$ cat config.mk
export PLATFORM = sky130hd
export DESIGN_NAME = cookie_xlate_top
export DESIGN_NICKNAME = d
export VERILOG_FILES = /design/src/rtl/cx_pkg.sv /design/src/rtl/cx_pool_base.sv /design/src/rtl/cx_addr_gen.sv /design/src/rtl/cx_walk_fsm.sv /design/src/rtl/cookie_xlate_top.sv
export SDC_FILE = /design/constraint.sdc
export NUM_CORES = 1
export LEC_CHECK = 0
export BUFFER_PORTS_ARGS = -buffer_cell sky130_fd_sc_hd__buf_2
export CAP_MARGIN = 20
export CORE_MARGIN = 3
export CORE_UTILIZATION = 49
export DETAILED_ROUTE_END_ITERATION = 8
export PLACE_DENSITY = 0.89
export SYNTH_ARGS = -nofsm -noshare
export SYNTH_HDL_FRONTEND = slang
export SYNTH_SLANG_ARGS = --single-unit
$ cat constraint.sdc
create_clock -name clk -period 3.52 [get_ports clk]
set_input_delay 0.352 -clock clk [delete_from_list [all_inputs] [get_ports clk]]
set_output_delay 0.352 -clock clk [all_outputs]
set_load 0.02 [all_outputs]
$ cat src/rtl/cx_pkg.sv
package cx_pkg;
  localparam int COOKIE_W   = 20;
  localparam int SLOT_W     = 9;
  localparam int IDX_W      = COOKIE_W - SLOT_W;
  localparam int SLOT_SHIFT = 3;
  localparam int PAGE_SHIFT = 12;
  localparam int WORD_W     = 64;

  typedef enum logic [2:0] {
    ST_IDLE,
    ST_PRI_REQ,
    ST_PRI_WAIT,
    ST_SEC_REQ,
    ST_SEC_WAIT,
    ST_RESP
  } walk_st_e;
endpackage

$ cat src/rtl/cx_pool_base.sv
module cx_pool_base #(
  parameter int CMEM_AW       = 16,
  parameter int NUM_TX_POOLS  = 4,
  parameter int MAX_RX_POOLS  = 4,
  parameter int NUM_CHIPS     = 2,
  parameter int TX_POOL_BYTES = 256,
  parameter int RX_POOL_BYTES = 256,
  localparam int CHIP_W = (NUM_CHIPS > 1) ? $clog2(NUM_CHIPS) : 1,
  localparam int POOL_W = $clog2((NUM_TX_POOLS > MAX_RX_POOLS) ? NUM_TX_POOLS : MAX_RX_POOLS)
) (
  input  logic               is_rx,
  input  logic [CHIP_W-1:0]  chip,
  input  logic [POOL_W-1:0]  pool,
  output logic [CMEM_AW-1:0] base
);
  localparam int RX_START = NUM_TX_POOLS * TX_POOL_BYTES;

  logic [31:0] rx_slot;

  generate
    if (NUM_CHIPS > 1) begin : g_multi_chip
      assign rx_slot = 32'(chip) * 32'(MAX_RX_POOLS) + 32'(pool);
    end else begin : g_single_chip
      assign rx_slot = 32'(pool);
    end
  endgenerate

  always_comb begin
    if (is_rx)
      base = CMEM_AW'(32'(RX_START) + rx_slot * 32'(RX_POOL_BYTES));
    else
      base = CMEM_AW'(32'(pool) * 32'(TX_POOL_BYTES));
  end
endmodule

$ cat src/rtl/cx_addr_gen.sv
module cx_addr_gen import cx_pkg::*; #(
  parameter int CMEM_AW = 16,
  parameter int PA_W    = 48
) (
  input  logic               aligned,
  input  logic [CMEM_AW-1:0] pool_base,
  input  logic [IDX_W-1:0]   idx,
  input  logic [SLOT_W-1:0]  slot,
  input  logic [WORD_W-1:0]  tbl_word,
  input  logic [PA_W-1:0]    page_base,
  output logic [CMEM_AW-1:0] tbl_addr,
  output logic [PA_W-1:0]    page_from_word,
  output logic [PA_W-1:0]    slot_addr
);
  logic [CMEM_AW-1:0] entry_off;
  logic [CMEM_AW-1:0] entry_byte;
  logic               upper_half;
  logic [31:0]        half_word;

  always_comb begin
    if (aligned) entry_off = CMEM_AW'({idx, 2'b00});
    else         entry_off = CMEM_AW'({idx, 3'b000});
    entry_byte = pool_base + entry_off;
    tbl_addr   = {entry_byte[CMEM_AW-1:3], 3'b000};
  end

  // In aligned mode two 32-bit entries share one 8-byte word.
  assign upper_half = aligned & entry_byte[2];
  assign half_word  = upper_half ? tbl_word[63:32] : tbl_word[31:0];

  always_comb begin
    if (aligned) page_from_word = PA_W'({half_word, {PAGE_SHIFT{1'b0}}});
    else         page_from_word = tbl_word[PA_W-1:0];
  end

  assign slot_addr = page_base + PA_W'({slot, {SLOT_SHIFT{1'b0}}});
endmodule

$ cat src/rtl/cx_walk_fsm.sv
module cx_walk_fsm import cx_pkg::*; (
  input  logic     clk,
  input  logic     rst_n,
  input  logic     ck_fire,
  input  logic     range_err,
  input  logic     tbl_req_ready,
  input  logic     tbl_rsp_valid,
  input  logic     pg_req_ready,
  input  logic     pg_rsp_valid,
  input  logic     out_ready,
  output walk_st_e state
);
  walk_st_e nxt;

  always_comb begin
    nxt = state;
    unique case (state)
      ST_IDLE:     if (ck_fire) nxt = range_err ? ST_RESP : ST_PRI_REQ;
      ST_PRI_REQ:  if (tbl_req_ready) nxt = ST_PRI_WAIT;
      ST_PRI_WAIT: if (tbl_rsp_valid) nxt = ST_SEC_REQ;
      ST_SEC_REQ:  if (pg_req_ready)  nxt = ST_SEC_WAIT;
      ST_SEC_WAIT: if (pg_rsp_valid)  nxt = ST_RESP;
      ST_RESP:     if (out_ready)     nxt = ST_IDLE;
      default:     nxt = ST_IDLE;
    endcase
  end

  always_ff @(posedge clk) begin
    if (!rst_n) state <= ST_IDLE;
    else        state <= nxt;
  end

  // a pending result is not dropped without out_ready
  p_resp_hold_r9: assert property (@(posedge clk) disable iff (!rst_n)
    (state == ST_RESP && !out_ready) |=> state == ST_RESP);

  // a walk never restarts from a non-idle state
  p_no_reentry_r8: assert property (@(posedge clk) disable iff (!rst_n)
    (state != ST_IDLE && state != ST_RESP) |=> state != ST_IDLE);
endmodule

$ cat src/rtl/cookie_xlate_top.sv
module cookie_xlate_top import cx_pkg::*; #(
  parameter int CMEM_AW       = 16,
  parameter int PA_W          = 48,
  parameter int NUM_TX_POOLS  = 4,
  parameter int MAX_RX_POOLS  = 4,
  parameter int NUM_CHIPS     = 2,
  parameter int TX_POOL_BYTES = 256,
  parameter int RX_POOL_BYTES = 256,
  localparam int CHIP_W = (NUM_CHIPS > 1) ? $clog2(NUM_CHIPS) : 1,
  localparam int POOL_W = $clog2((NUM_TX_POOLS > MAX_RX_POOLS) ? NUM_TX_POOLS : MAX_RX_POOLS)
) (
  input  logic               clk,
  input  logic               rst_n,
  input  logic               mode_aligned,
  input  logic [IDX_W:0]     tbl_entries,
  input  logic               ck_valid,
  output logic               ck_ready,
  input  logic [COOKIE_W-1:0] ck_cookie,
  input  logic               ck_is_rx,
  input  logic [CHIP_W-1:0]  ck_chip,
  input  logic [POOL_W-1:0]  ck_pool,
  output logic               tbl_req_valid,
  input  logic               tbl_req_ready,
  output logic [CMEM_AW-1:0] tbl_req_addr,
  input  logic               tbl_rsp_valid,
  output logic               tbl_rsp_ready,
  input  logic [WORD_W-1:0]  tbl_rsp_data,
  output logic               pg_req_valid,
  input  logic               pg_req_ready,
  output logic [PA_W-1:0]    pg_req_addr,
  input  logic               pg_rsp_valid,
  output logic               pg_rsp_ready,
  input  logic [WORD_W-1:0]  pg_rsp_data,
  output logic               out_valid,
  input  logic               out_ready,
  output logic [WORD_W-1:0]  out_va,
  output logic               out_err
);
  walk_st_e            state;
  logic                ck_fire;
  logic                range_err;
  logic [COOKIE_W-1:0] cookie_q;
  logic                rx_q;
  logic [CHIP_W-1:0]   chip_q;
  logic [POOL_W-1:0]   pool_q;
  logic                aligned_q;
  logic [PA_W-1:0]     page_base_q;
  logic [WORD_W-1:0]   va_q;
  logic                err_q;
  logic [CMEM_AW-1:0]  pool_base;
  logic [PA_W-1:0]     page_from_word;
  logic [PA_W-1:0]     slot_addr;

  assign ck_fire   = ck_valid && ck_ready;
  assign range_err = {1'b0, ck_cookie[COOKIE_W-1:SLOT_W]} >= tbl_entries;

  cx_walk_fsm u_fsm (
    .clk           (clk),
    .rst_n         (rst_n),
    .ck_fire       (ck_fire),
    .range_err     (range_err),
    .tbl_req_ready (tbl_req_ready),
    .tbl_rsp_valid (tbl_rsp_valid),
    .pg_req_ready  (pg_req_ready),
    .pg_rsp_valid  (pg_rsp_valid),
    .out_ready     (out_ready),
    .state         (state)
  );

  cx_pool_base #(
    .CMEM_AW(CMEM_AW), .NUM_TX_POOLS(NUM_TX_POOLS), .MAX_RX_POOLS(MAX_RX_POOLS),
    .NUM_CHIPS(NUM_CHIPS), .TX_POOL_BYTES(TX_POOL_BYTES), .RX_POOL_BYTES(RX_POOL_BYTES)
  ) u_base (
    .is_rx (rx_q),
    .chip  (chip_q),
    .pool  (pool_q),
    .base  (pool_base)
  );

  cx_addr_gen #(.CMEM_AW(CMEM_AW), .PA_W(PA_W)) u_addr (
    .aligned        (aligned_q),
    .pool_base      (pool_base),
    .idx            (cookie_q[COOKIE_W-1:SLOT_W]),
    .slot           (cookie_q[SLOT_W-1:0]),
    .tbl_word       (tbl_rsp_data),
    .page_base      (page_base_q),
    .tbl_addr       (tbl_req_addr),
    .page_from_word (page_from_word),
    .slot_addr      (slot_addr)
  );

  always_ff @(posedge clk) begin
    if (!rst_n) begin
      cookie_q    <= '0;
      rx_q        <= 1'b0;
      chip_q      <= '0;
      pool_q      <= '0;
      aligned_q   <= 1'b0;
      page_base_q <= '0;
      va_q        <= '0;
      err_q       <= 1'b0;
    end else begin
      if (ck_fire) begin
        cookie_q  <= ck_cookie;
        rx_q      <= ck_is_rx;
        chip_q    <= ck_chip;
        pool_q    <= ck_pool;
        aligned_q <= mode_aligned;
        err_q     <= range_err;
        va_q      <= '0;
      end
      if (tbl_rsp_valid && tbl_rsp_ready) page_base_q <= page_from_word;
      if (pg_rsp_valid && pg_rsp_ready)   va_q        <= pg_rsp_data;
    end
  end

  assign ck_ready      = (state == ST_IDLE);
  assign tbl_req_valid = (state == ST_PRI_REQ);
  assign tbl_rsp_ready = (state == ST_PRI_WAIT);
  assign pg_req_valid  = (state == ST_SEC_REQ);
  assign pg_rsp_ready  = (state == ST_SEC_WAIT);
  assign pg_req_addr   = slot_addr;
  assign out_valid     = (state == ST_RESP);
  assign out_va        = va_q;
  assign out_err       = err_q;

  // while a cookie can be taken, nothing else is in flight
  p_single_walk_r8: assert property (@(posedge clk) disable iff (!rst_n)
    ck_ready |-> !tbl_req_valid && !pg_req_valid && !out_valid);

  // out-of-range index goes straight to an error result
  p_range_err_r7: assert property (@(posedge clk) disable iff (!rst_n)
    (ck_fire && range_err) |=> out_valid && out_err && out_va == '0);

  // in-range index starts with a table read
  p_range_ok_r7: assert property (@(posedge clk) disable iff (!rst_n)
    (ck_fire && !range_err) |=> tbl_req_valid);

  // request hold rules
  p_tbl_hold_r9: assert property (@(posedge clk) disable iff (!rst_n)
    (tbl_req_valid && !tbl_req_ready) |=> tbl_req_valid && $stable(tbl_req_addr));
  p_pg_hold_r9: assert property (@(posedge clk) disable iff (!rst_n)
    (pg_req_valid && !pg_req_ready) |=> pg_req_valid && $stable(pg_req_addr));

  // result hold rule
  p_out_hold_r9: assert property (@(posedge clk) disable iff (!rst_n)
    (out_valid && !out_ready) |=> out_valid && $stable(out_va) && $stable(out_err));

  // table requests are always 8-byte aligned
  p_tbl_word_r4: assert property (@(posedge clk) disable iff (!rst_n)
    tbl_req_valid |-> tbl_req_addr[2:0] == 3'b000);
endmodule

==> metrics.md, run 1 <==
| Metric | Value |
|---|---|
| Clock sink count | `141` |
| Max Clock Freq | `roughly 0.31 GHz` |
| Inserted Diodes | `0` |
| Initial antenna violation count | `1` |
| YS warnings | `0` |
| Vias in the first global route | `7429` |
| R2R cell count | `4` |
| Clock Tree Buf Depth | `2` |
| P_leak | `0.00454 uW` |
| Worst setup EP type | `primary output` |
| Post-CTS Setup Inserts | `0` |
| First-pass GRT wire length | `36700 um` |
| Xor/xnor share of the synthesized area | `4.71%` |
| RSZ-0062 raised after global routing | `no` |
| Average cell area after synthesis | `7.70 sq um` |
| Largest net degree at the start of global routing | `97` |
| CP Launch Type | `flip-flop` |
| Core footprint | `0.0149 sq mm` |
| Pre-CTS setup slack | `0.662 ns` |
| Remaining DRCs | `0` |
| Final Hold Fails | `0` |
| Worst slew pin tran | `1.09 ns` |
| Routing usage on met1 | `a little over 30%` |
| Final setup margin | `0.316 ns` |
| Ys async rst share | `0%` |
| Clock Latency Late Sink | `0.42 ns` |
| IO Pins | `roughly 310` |
| Hpwl dp | `roughly 18000 um` |
| Fin crit period | `3.20 ns` |
| Status | `complete, no violations` |
| Htree depth | `4` |
| CTS tree | `done` |
| Count of hold-fix buffers inserted at cts | `0` |
| Core Rows | `between 40 and 50` |
| Worst Skew | `0.0155 ns` |
| Simple-Gate Fraction of Synth Area | `24.9%` |
| Critical Path RT | `around 3.2 ns` |
| Final period util | `91.0%` |
| GRT Resource Usage Total | `27.2%` |
| Mux cell area share after synthesis | `6.33%` |
| Post-DP Area | `around 0.0091 sq mm` |
| CTS buffer count | `17` |
| GR Util met2 | `45.4%` |
| PD cells | `569 mW/mm^2` |
| Top FF cell, synth | `dfxtp_1` |
| Congestion Overflow GR | `0` |
| Layout area overhead | `27.8%` |
| Synth Area in Compound Gates | `16.5%` |
| Reg2reg setup slack | `1.26 ns` |
| Seq cells post-synth | `141` |
| Met3 usage | `8.58%` |
| Iter 0 DRT Violations | `about 560` |
| GRT Max-Usage Layer | `met2` |
| Adder-Cell Fraction of Synth Area | `4.48%` |
| Largest family of logic cells by synthesized area | `simple AND/OR/NAND/NOR gates` |
| Buffers added on ports | `303` |
| Netlist cell types | `53` |
| Setup TNS | `0 ns` |
| Die Height | `131 um` |
| Hold WC Path Type | `in2reg` |
| Cells after Synth | `around 1000` |
| Data arrival, critical path | `2.85 ns` |
| DR WL/cell | `17.2 um` |
| Root buffer cell | `clkbuf_16` |
| Final Cell Area | `0.00970 sq mm` |
| Max-Slew Margin vs Limit | `27.1%` |
| Max cap viols | `0` |
| Pins Over Slew Limit | `0` |
| DRT Wirelength | `24700 um` |
| Via count | `8243` |
| Vias per cell | `5.74` |
| Cell area after synthesis | `around 0.0076 sq mm` |
| Die Footprint | `0.0170 sq mm` |
| Crit path kind | `reg2out` |
| DRT antenna net count | `0` |
| GPL Wtd Cong | `1.00` |
| Initial core utilization | `51.1%` |
| Drt pass-1 iters | `6` |
| # setup viols final | `0` |
| Peak VDD IR | `0.430 mV` |
| Share of cells above drive strength 1 | `29.2%` |
| Die width | `131 um` |
| Hold depth | `3` |
| Crit path max fanout | `16` |
| Seq/Total Area, Yosys | `between 30% and 40%` |
| Resize count post-CTS | `0` |
| Number of synthesized flops with an enable pin | `0` |
| CTS clk-pin slew, worst paths | `0.06 ns` |
| Nets | `1437` |
synth_stat cells, types with 4 or more instances:
library cell | count | area, sq um
nand4_1 | 8 | 50.1
buf_4 | 7 | 52.6
ha_1 | 24 | 300
mux2i_1 | 39 | 390
nor2b_1 | 7 | 43.8
clkbuf_1 | 70 | 263
buf_1 | 4 | 15.0
xnor2_1 | 6 | 52.6
and3_1 | 7 | 43.8
nand3_1 | 80 | 400
nor3b_1 | 18 | 135
xor2_1 | 33 | 289
a21oi_1 | 152 | 761
nor4_1 | 13 | 81.3
a211oi_1 | 34 | 255
nand2_1 | 137 | 514
nor3_1 | 15 | 75.1
dfxtp_1 | 141 | 2820
o21ai_0 | 5 | 25.0
nor2_1 | 96 | 360
a21o_1 | 9 | 67.6
mux2_2 | 8 | 90.1
inv_1 | 25 | 93.8
path summary, 6_finish.rpt:
kind                                       from               to
worst min-delay path            pg_rsp_data[17]       out_va[17]
worst max-delay path             page_base_q[3]  pg_req_addr[35]
worst min register to register       out_va[36]       out_va[36]
worst max register to register   u_fsm.state[2]          out_err
state kept, by name (all words and copies together), names as in the netlist:
| signal | count |
|---|---|
| pool_q | 2 |
| out_va | 64 |
| out_err | 1 |
| chip_q | 1 |
| page_base_q | 48 |
| rx_q | 1 |
| cookie_q | 20 |
| u_fsm.state | 3 |
| aligned_q | 1 |
layout by cell type, fill, tap and decap left out, types with 4 or more instances in the layout:
cell type | synthesis | layout
buf_2 | 0 | 303
a21oi_1 | 152 | 152
dfxtp_1 | 141 | 139
nand2_1 | 137 | 136
nor2_1 | 96 | 96
nand3_1 | 80 | 78
mux2i_1 | 39 | 39
a211oi_1 | 34 | 34
xor2_1 | 33 | 33
inv_1 | 25 | 25
ha_1 | 24 | 24
nor3b_1 | 18 | 18
clkbuf_16 | 0 | 17
nor3_1 | 15 | 15
nor4_1 | 13 | 13
a21o_1 | 9 | 9
mux2_2 | 8 | 8
nand4_1 | 8 | 8
nor2b_1 | 7 | 7
xnor2_1 | 6 | 6
and3_1 | 7 | 6
inv_6 | 0 | 6
buf_4 | 7 | 6
o21ai_0 | 5 | 5
conb_1 | 1 | 4
critical path, stage by stage (launching register included):
cell     delay [ns]
dfxtp_1        0.34
ha_1           0.21
fa_1           0.22
a21o_1         0.14
nand4_1        0.19
a32o_2         0.46
nor4_1         0.46
xor2_1         0.21
buf_2          0.19
routing by layer:
metal | share of wire [%] | up-vias
met5 | 0.032 | -
met4 | 4.8 | 2
met3 | 9.8 | 89
met2 | 48 | 489
met1 | 37 | 3739
li1 | - | 3924
through the flow:
step	instances	power, uW	hold slack [ns]	util [%]
final	1435	5520	0.161	65.3
after detailed placement	1402	3790	0.454	61.3
after floorplan	990	3210	0.440	-
after CTS	1434	5530	0.149	65.1
after global placement	1402	3750	0.449	61.3
after global routing	1435	5800	0.151	65.3
cells by family after synthesis:
family                   Yosys count
AO/OA/AOI/OAI                    219
XOR/XNOR                          40
adder cells (fa/ha/maj)           26
buffers and inverters            109
flip-flops                       141
multiplexers                      47
other                              1
AND/OR/NAND/NOR                  404
final cells by class:
type / count / area [sq um]
Tap cell: 184 / 230
Timing Repair Buffer: 311 / 1600
Inverter: 27 / 104
Fill cell: 1220 / 5160
Clock inverter: 14 / 133
Clock buffer: 18 / 439
Sequential cell: 141 / 2830
Multi-Input combinational cell: 740 / 4370
where the power goes:
group          leakage [uW]  internal, uW  switching (uW)
clock network      0.000275          1000             739
logic               0.00313           622            1170
registers           0.00114          1770             218
total               0.00454          3390            2120
No activity file was read; power rests on OpenSTA's default activity.
==> inputs of run 2 (changes only) <==
CORE_UTILIZATION = 40   (was 49)
PLACE_DENSITY = 0.76   (was 0.89)
==> metrics.md, run 2 (synthesized netlist as in run 1, its figures left out) <==
| Metric | Value |
|---|---|
| Status | `complete, no violations` |
| Critical Path End | `pg_req_addr[33]` |
| Layout area overhead | `29.0%` |
| Final period util | `95.3% (+4.3 points)` |
| Root buffer cell | `clkbuf_16` |
| Initial antenna violation count | `0 (-1)` |
| DRT Wirelength | `25000 um (+1.5%)` |
| Worst setup EP type | `primary output` |
| Setup TNS | `0 ns (unchanged)` |
| Met1 Routed Length | `9840 um (+7.0%)` |
| First-pass GRT wire length | `37200 um (+1.4%)` |
| Clock sink count | `141 (unchanged)` |
| Worst Skew | `0.0152 ns (-0.000319 ns)` |
| Worst slew pin tran | `1.12 ns (+0.0284 ns)` |
| Inserted Diodes | `0 (unchanged)` |
| Commonest non-fill, non-tap cells in the layout | `303 x buf_2, 152 x a21oi_1, 139 x dfxtp_1, 136 x nand2_1, 96 x nor2_1` |
| Max cap viols | `0 (unchanged)` |
| Commonest non-fill, non-tap cell in the layout | `buf_2` |
| Hpwl dp | `18600 um (+1.8%)` |
| R2R cell count | `6 (+2)` |
| Buffers added on ports | `303 (unchanged)` |
| DR WL/cell | `16.9 um (-1.8%)` |
| Core footprint | `0.0183 sq mm (+23%)` |
| Data arrival, critical path | `3.00 ns (+0.15 ns)` |
| Max Clock Freq | `0.298 GHz (-4.5%)` |
| R2r startpoint | `u_fsm.state[2]` |
| Largest net degree at the start of global routing | `83 (-14%)` |
| Resize count post-CTS | `0 (unchanged)` |
| P_leak | `0.00457 uW (+0.59%)` |
| Pins Over Slew Limit | `0 (unchanged)` |
| Fin crit period | `3.35 ns (+0.150 ns)` |
| PD cells | `574 mW/mm^2 (+0.90%)` |
| Vias per cell | `5.36 (-6.6%)` |
| Die Height | `144 um (+10%)` |
| Final Hold Fails | `0 (unchanged)` |
| Remaining DRCs | `0 (unchanged)` |
| Congestion Overflow GR | `0 (unchanged)` |
| Iter 0 DRT Violations | `465 (-18%)` |
| Reg-to-Reg End | `page_base_q[10]` |
| Vias in the first global route | `7290 (-1.9%)` |
| Critical Path RT | `3.17 ns (about the same)` |
| Die width | `144 um (+10%)` |
| Clock Latency Late Sink | `0.43 ns (about the same)` |
| RSZ-0062 raised after global routing | `no` |
| Met3 WL | `2330 um (-3.5%)` |
| Initial core utilization | `41.4% (-9.7 points)` |
| Crit path kind | `reg2out` |
| GPL Wtd Cong | `0.946 (-5.8%)` |
| Die Footprint | `0.0207 sq mm (+21%)` |
| Via count | `7954 (-3.5%)` |
| Post-CTS Setup Inserts | `0 (unchanged)` |
| Count of hold-fix buffers inserted at cts | `0 (unchanged)` |
| Peak VDD IR | `0.410 mV (-4.8%)` |
| CTS tree | `done` |
| Post-DP Area | `0.00920 sq mm (+0.95%)` |
| Final Cell Area | `0.00980 sq mm (+0.98%)` |
| DRT antenna net count | `0 (unchanged)` |
| Htree depth | `4 (unchanged)` |
| Drt pass-1 iters | `7 (+1)` |
| Core Rows | `49 (+11%)` |
| Largest register FFs | `64 (unchanged)` |
| Worst Setup SP | `cookie_q[6]` |
| Share of cells above drive strength 1 | `29.3% (+0.090 points)` |
| Hold WC Path Type | `in2reg` |
| Reg2reg setup slack | `1.26 ns (about the same)` |
| GRT Resource Usage Total | `22.7% (-4.5 points)` |
| Hold Startpoint | `pg_rsp_data[2]` |
| # setup viols final | `0 (unchanged)` |
| Max-Slew Margin vs Limit | `25.3% (-1.9 points)` |
| Crit path max fanout | `13 (-3)` |
| IO Pins | `308 (unchanged)` |
| Max layer used | `met4` |
| Clock Tree Buf Depth | `2 (unchanged)` |
| CTS clk-pin slew, worst paths | `0.07 ns (about the same)` |
| Nets | `1440 (+0.21%)` |
| CP Launch Type | `flip-flop` |
| Met2 wire length | `12300 um (+4.0%)` |
| CTS buffer count | `17 (unchanged)` |
[run 2: where the power goes]
part / internal, uW / total [uW] / switching (uW) / leakage [uW]
combinational: 626 / 1790 / 1170 / 0.00314
sequential: 1770 / 1980 / 218 / 0.00114
clock: 1070 / 1850 / 777 / 0.000289
[run 2: per-stage QoR]
stage	util [%]	cells	hold WS, ns	setup WS (ns)	power [uW]
floorplan	-	990	0.440	0.475	3210
global placement	50.2	1451	0.450	0.708	3780
detailed placement	50.2	1451	0.455	0.695	3810
CTS	53.5	1483	0.134	0.198	5660
global route	53.5	1483	0.148	0.00954	5930
finish	53.5	1483	0.149	0.166	5620
[run 2: layout make-up]
cell class | instances | area, sq um
Clock inverter | 15 | 176
Fill cell | 1740 | 8530
Clock buffer | 17 | 425
Sequential cell | 141 | 2830
Inverter | 27 | 104
Timing Repair Buffer | 314 | 1610
Tap cell | 229 | 287
Multi-Input combinational cell | 740 | 4370
[run 2: how the worst min path moves through the flow]
stage,cells after the start,endpoint,slack [ns]
after floorplan,2,rx_q,0.44
after global placement,2,pool_q[0],0.45
after detailed placement,2,out_va[42],0.45
after CTS,3,out_va[27],0.13
after global routing,3,out_va[20],0.15
final,3,out_va[2],0.15
[run 2: critical path: stages (launching register included)]
cell     delay, ns
dfxtp_1       0.32
ha_1          0.34
o21a_1        0.18
o21ai_1       0.46
a32o_1        0.61
buf_4         0.25
nor4_1        0.07
xor2_1        0.16
buf_2         0.18
[run 2: routing by layer]
metal / vias up / GRT usage [%]
met5: - / 0
met1: 3633 / 27.0
met3: 33 / 6.09
met4: 0 / 7.53
li1: 3935 / -
met2: 353 / 39.7
==> inputs of run 3 (changes only) <==
RECOVER_POWER = 100   (was default)
clock period = 3.26 ns   (was 3.52 ns; I/O delays follow)
==> metrics.md, run 3 (synthesized netlist as in run 1, its figures left out) <==
| Metric | Value |
|---|---|
| Worst slew pin tran | `1.70 ns (+0.575 ns)` |
| GPL Wtd Cong | `0.923 (-2.5%)` |
| Initial core utilization | `41.4% (unchanged)` |
| Hold depth | `3 (unchanged)` |
| Final Cell Area | `0.00963 sq mm (-1.7%)` |
| Layout area overhead | `26.8%` |
| CP Launch Type | `flip-flop` |
| Via count | `8026 (+0.91%)` |
| Crit path kind | `reg2out` |
| Die width | `144 um (unchanged)` |
| Remaining DRCs | `0 (unchanged)` |
| Core footprint | `0.0183 sq mm (unchanged)` |
| Hpwl dp | `18700 um (+0.33%)` |
| Post-DP Area | `0.00922 sq mm (+0.22%)` |
| Core Rows | `49 (unchanged)` |
| Final setup margin | `0.176 ns (+0.0105 ns)` |
| Clock Tree Buf Depth | `2 (unchanged)` |
| # setup viols final | `0 (unchanged)` |
| Worst setup EP type | `primary output` |
| Largest register FFs | `64 (unchanged)` |
| CTS clk-pin slew, worst paths | `0.07 ns (about the same)` |
| Max-Slew Margin vs Limit | `-13.2% (-38 points)` |
| Hold Startpoint | `pg_rsp_data[22]` |
| DRT Wirelength | `24700 um (-1.3%)` |
| IO Pins | `308 (unchanged)` |
| Endpoint, Worst Hold | `out_va[22]` |
| CTS buffer count | `17 (unchanged)` |
| DRT antenna net count | `0 (unchanged)` |
| Critical Path RT | `2.93 ns (-0.24 ns)` |
| Reg2reg setup slack | `0.46 ns (-0.80 ns)` |
| Hold slack | `0.135 ns (-0.0147 ns)` |
| RSZ-0062 raised after global routing | `yes` |
| Hold WC Path Type | `in2reg` |
| Nets | `1441 (+0.069%)` |
| Vias in the first global route | `7304 (+0.19%)` |
| Share of cells above drive strength 1 | `21.2% (-8.1 points)` |
| DR WL/cell | `16.6 um (-1.5%)` |
| Reg-to-Reg End | `page_base_q[32]` |
| Largest net degree at the start of global routing | `96 (+16%)` |
| Max Clock Freq | `between 0.3 and 0.4 GHz` |
| Failing checks | `capacitance limit, slew limit` |
| Pins Over Slew Limit | `128 (+128)` |
| CTS tree | `done` |
| Die Height | `144 um (unchanged)` |
| Final Hold Fails | `0 (unchanged)` |
| Final period util | `a little over nine tenths` |
| Crit path max fanout | `18 (+5)` |
| Commonest non-fill, non-tap cells in the layout | `186 x buf_2, 152 x a21oi_1, 140 x dfxtp_1, 136 x nand2_1, 103 x clkbuf_1` |
| Htree depth | `4 (unchanged)` |
| P_leak | `0.00409 uW (-11%)` |
| Fillers | `1880 (+8.0%)` |
| Vias per cell | `5.40 (+0.77%)` |
| Die Footprint | `0.0207 sq mm (unchanged)` |
| Iter 0 DRT Violations | `426 (-8.4%)` |
| Commonest non-fill, non-tap cell in the layout | `buf_2` |
| Congestion Overflow GR | `0 (unchanged)` |
| Max cap viols | `2 (+2)` |
| Fin crit period | `3.08 ns` |
| R2r startpoint | `u_fsm.state[2]` |
| GRT Resource Usage Total | `22.8% (+0.075 points)` |
| Drt pass-1 iters | `4 (-3)` |
| R2R cell count | `6 (unchanged)` |
| Initial antenna violation count | `1 (+1)` |
| PD cells | `608 mW/mm^2 (+5.9%)` |
| Data arrival, critical path | `2.76 ns (-0.24 ns)` |
| First-pass GRT wire length | `37400 um (+0.61%)` |
| Status | `finished with violations` |
| Root buffer cell | `clkbuf_16` |
| Clock sink count | `141 (unchanged)` |
| Worst Skew | `0.00918 ns (-0.00602 ns)` |
| Multi-input gate area | `0.00437 sq mm (about the same)` |
| Buffers added on ports | `303 (unchanged)` |
| Register Area | `0.00282 sq mm (about the same)` |
| Peak VDD IR | `0.414 mV (+1.1%)` |
| Pre-CTS setup slack | `0.595 ns (-0.100 ns)` |
| Count of hold-fix buffers inserted at cts | `0 (unchanged)` |
| Clock Latency Late Sink | `0.42 ns (about the same)` |
-- run 3: cell types whose count changed in the layout (fill, tap and decap cells not counted), sizes merged --
cell and delta:
clkbuf +119, bufinv -2, clkinvlp +3, clkinv -2, buf -118, inv +1
diode +1
-- run 3: report_power, final --
group | leakage, uW | internal (uW) | switching (uW)
Sequential | 0.00114 | 1910 | 231
Clock | 0.000256 | 996 | 825
Combinational | 0.00269 | 626 | 1260
-- run 3: cell type report --
cell class              instances  area share, %
multi-input cells             740           45.4
flip-flops and latches        141           29.3
repair buffers                315           15.4
clock buffers                  17           4.42
well taps                     229           2.98
clock inverters                15           1.33
inverters                      27           1.08
diodes                          1         0.0260
-- run 3: how the worst max path moves through the flow --
stage / from / end / slack [ns] / cells past startpoint
after detailed placement: aligned_q / tbl_req_addr[13] / 0.59 / 9
after floorplan: aligned_q / tbl_req_addr[13] / 0.24 / 10
final: page_base_q[3] / pg_req_addr[43] / 0.18 / 9
after global routing: page_base_q[3] / pg_req_addr[41] / -0.03 / 9
after global placement: cookie_q[6] / pg_req_addr[42] / 0.61 / 7
after CTS: aligned_q / tbl_req_addr[13] / 0.14 / 9
-- run 3: per-layer routing --
metal / vias up / part of all wire (%) / GRT usage [%]
met5: - / 0 / 0
met2: 339 / 49 / 39.7
li1: 3947 / - / -
met4: 0 / 1.4 / 6.49
met1: 3718 / 40 / 27.3
met3: 22 / 9.4 / 6.72
-- run 3: repair_timing --
item / 4_1_cts / 5_1_grt
endpoints found under the setup margin: 0 / 13
resized for setup: 0 / 3
setup buffers: 0 / 0
-- run 3: per-stage QoR --
stage	total power, uW	util, %	std cells	TNS, ns
finish	5850	52.5	1485	0
global route	6190	52.5	1485	-0.0826
CTS	5950	53.3	1484	0
detailed placement	4110	50.3	1452	0
global placement	4080	50.3	1452	0
floorplan	3470	-	990	0
-- run 3: critical path, cell delays in order, from the launching register on --
cell and delay [ns]:
dfxtp_1 0.34, ha_1 0.22, fa_1 0.23, a21o_1 0.14, nand4_1 0.17, a32o_1 0.29, buf_4 0.20, nor4_1 0.36
xor2_1 0.20, buf_2 0.20
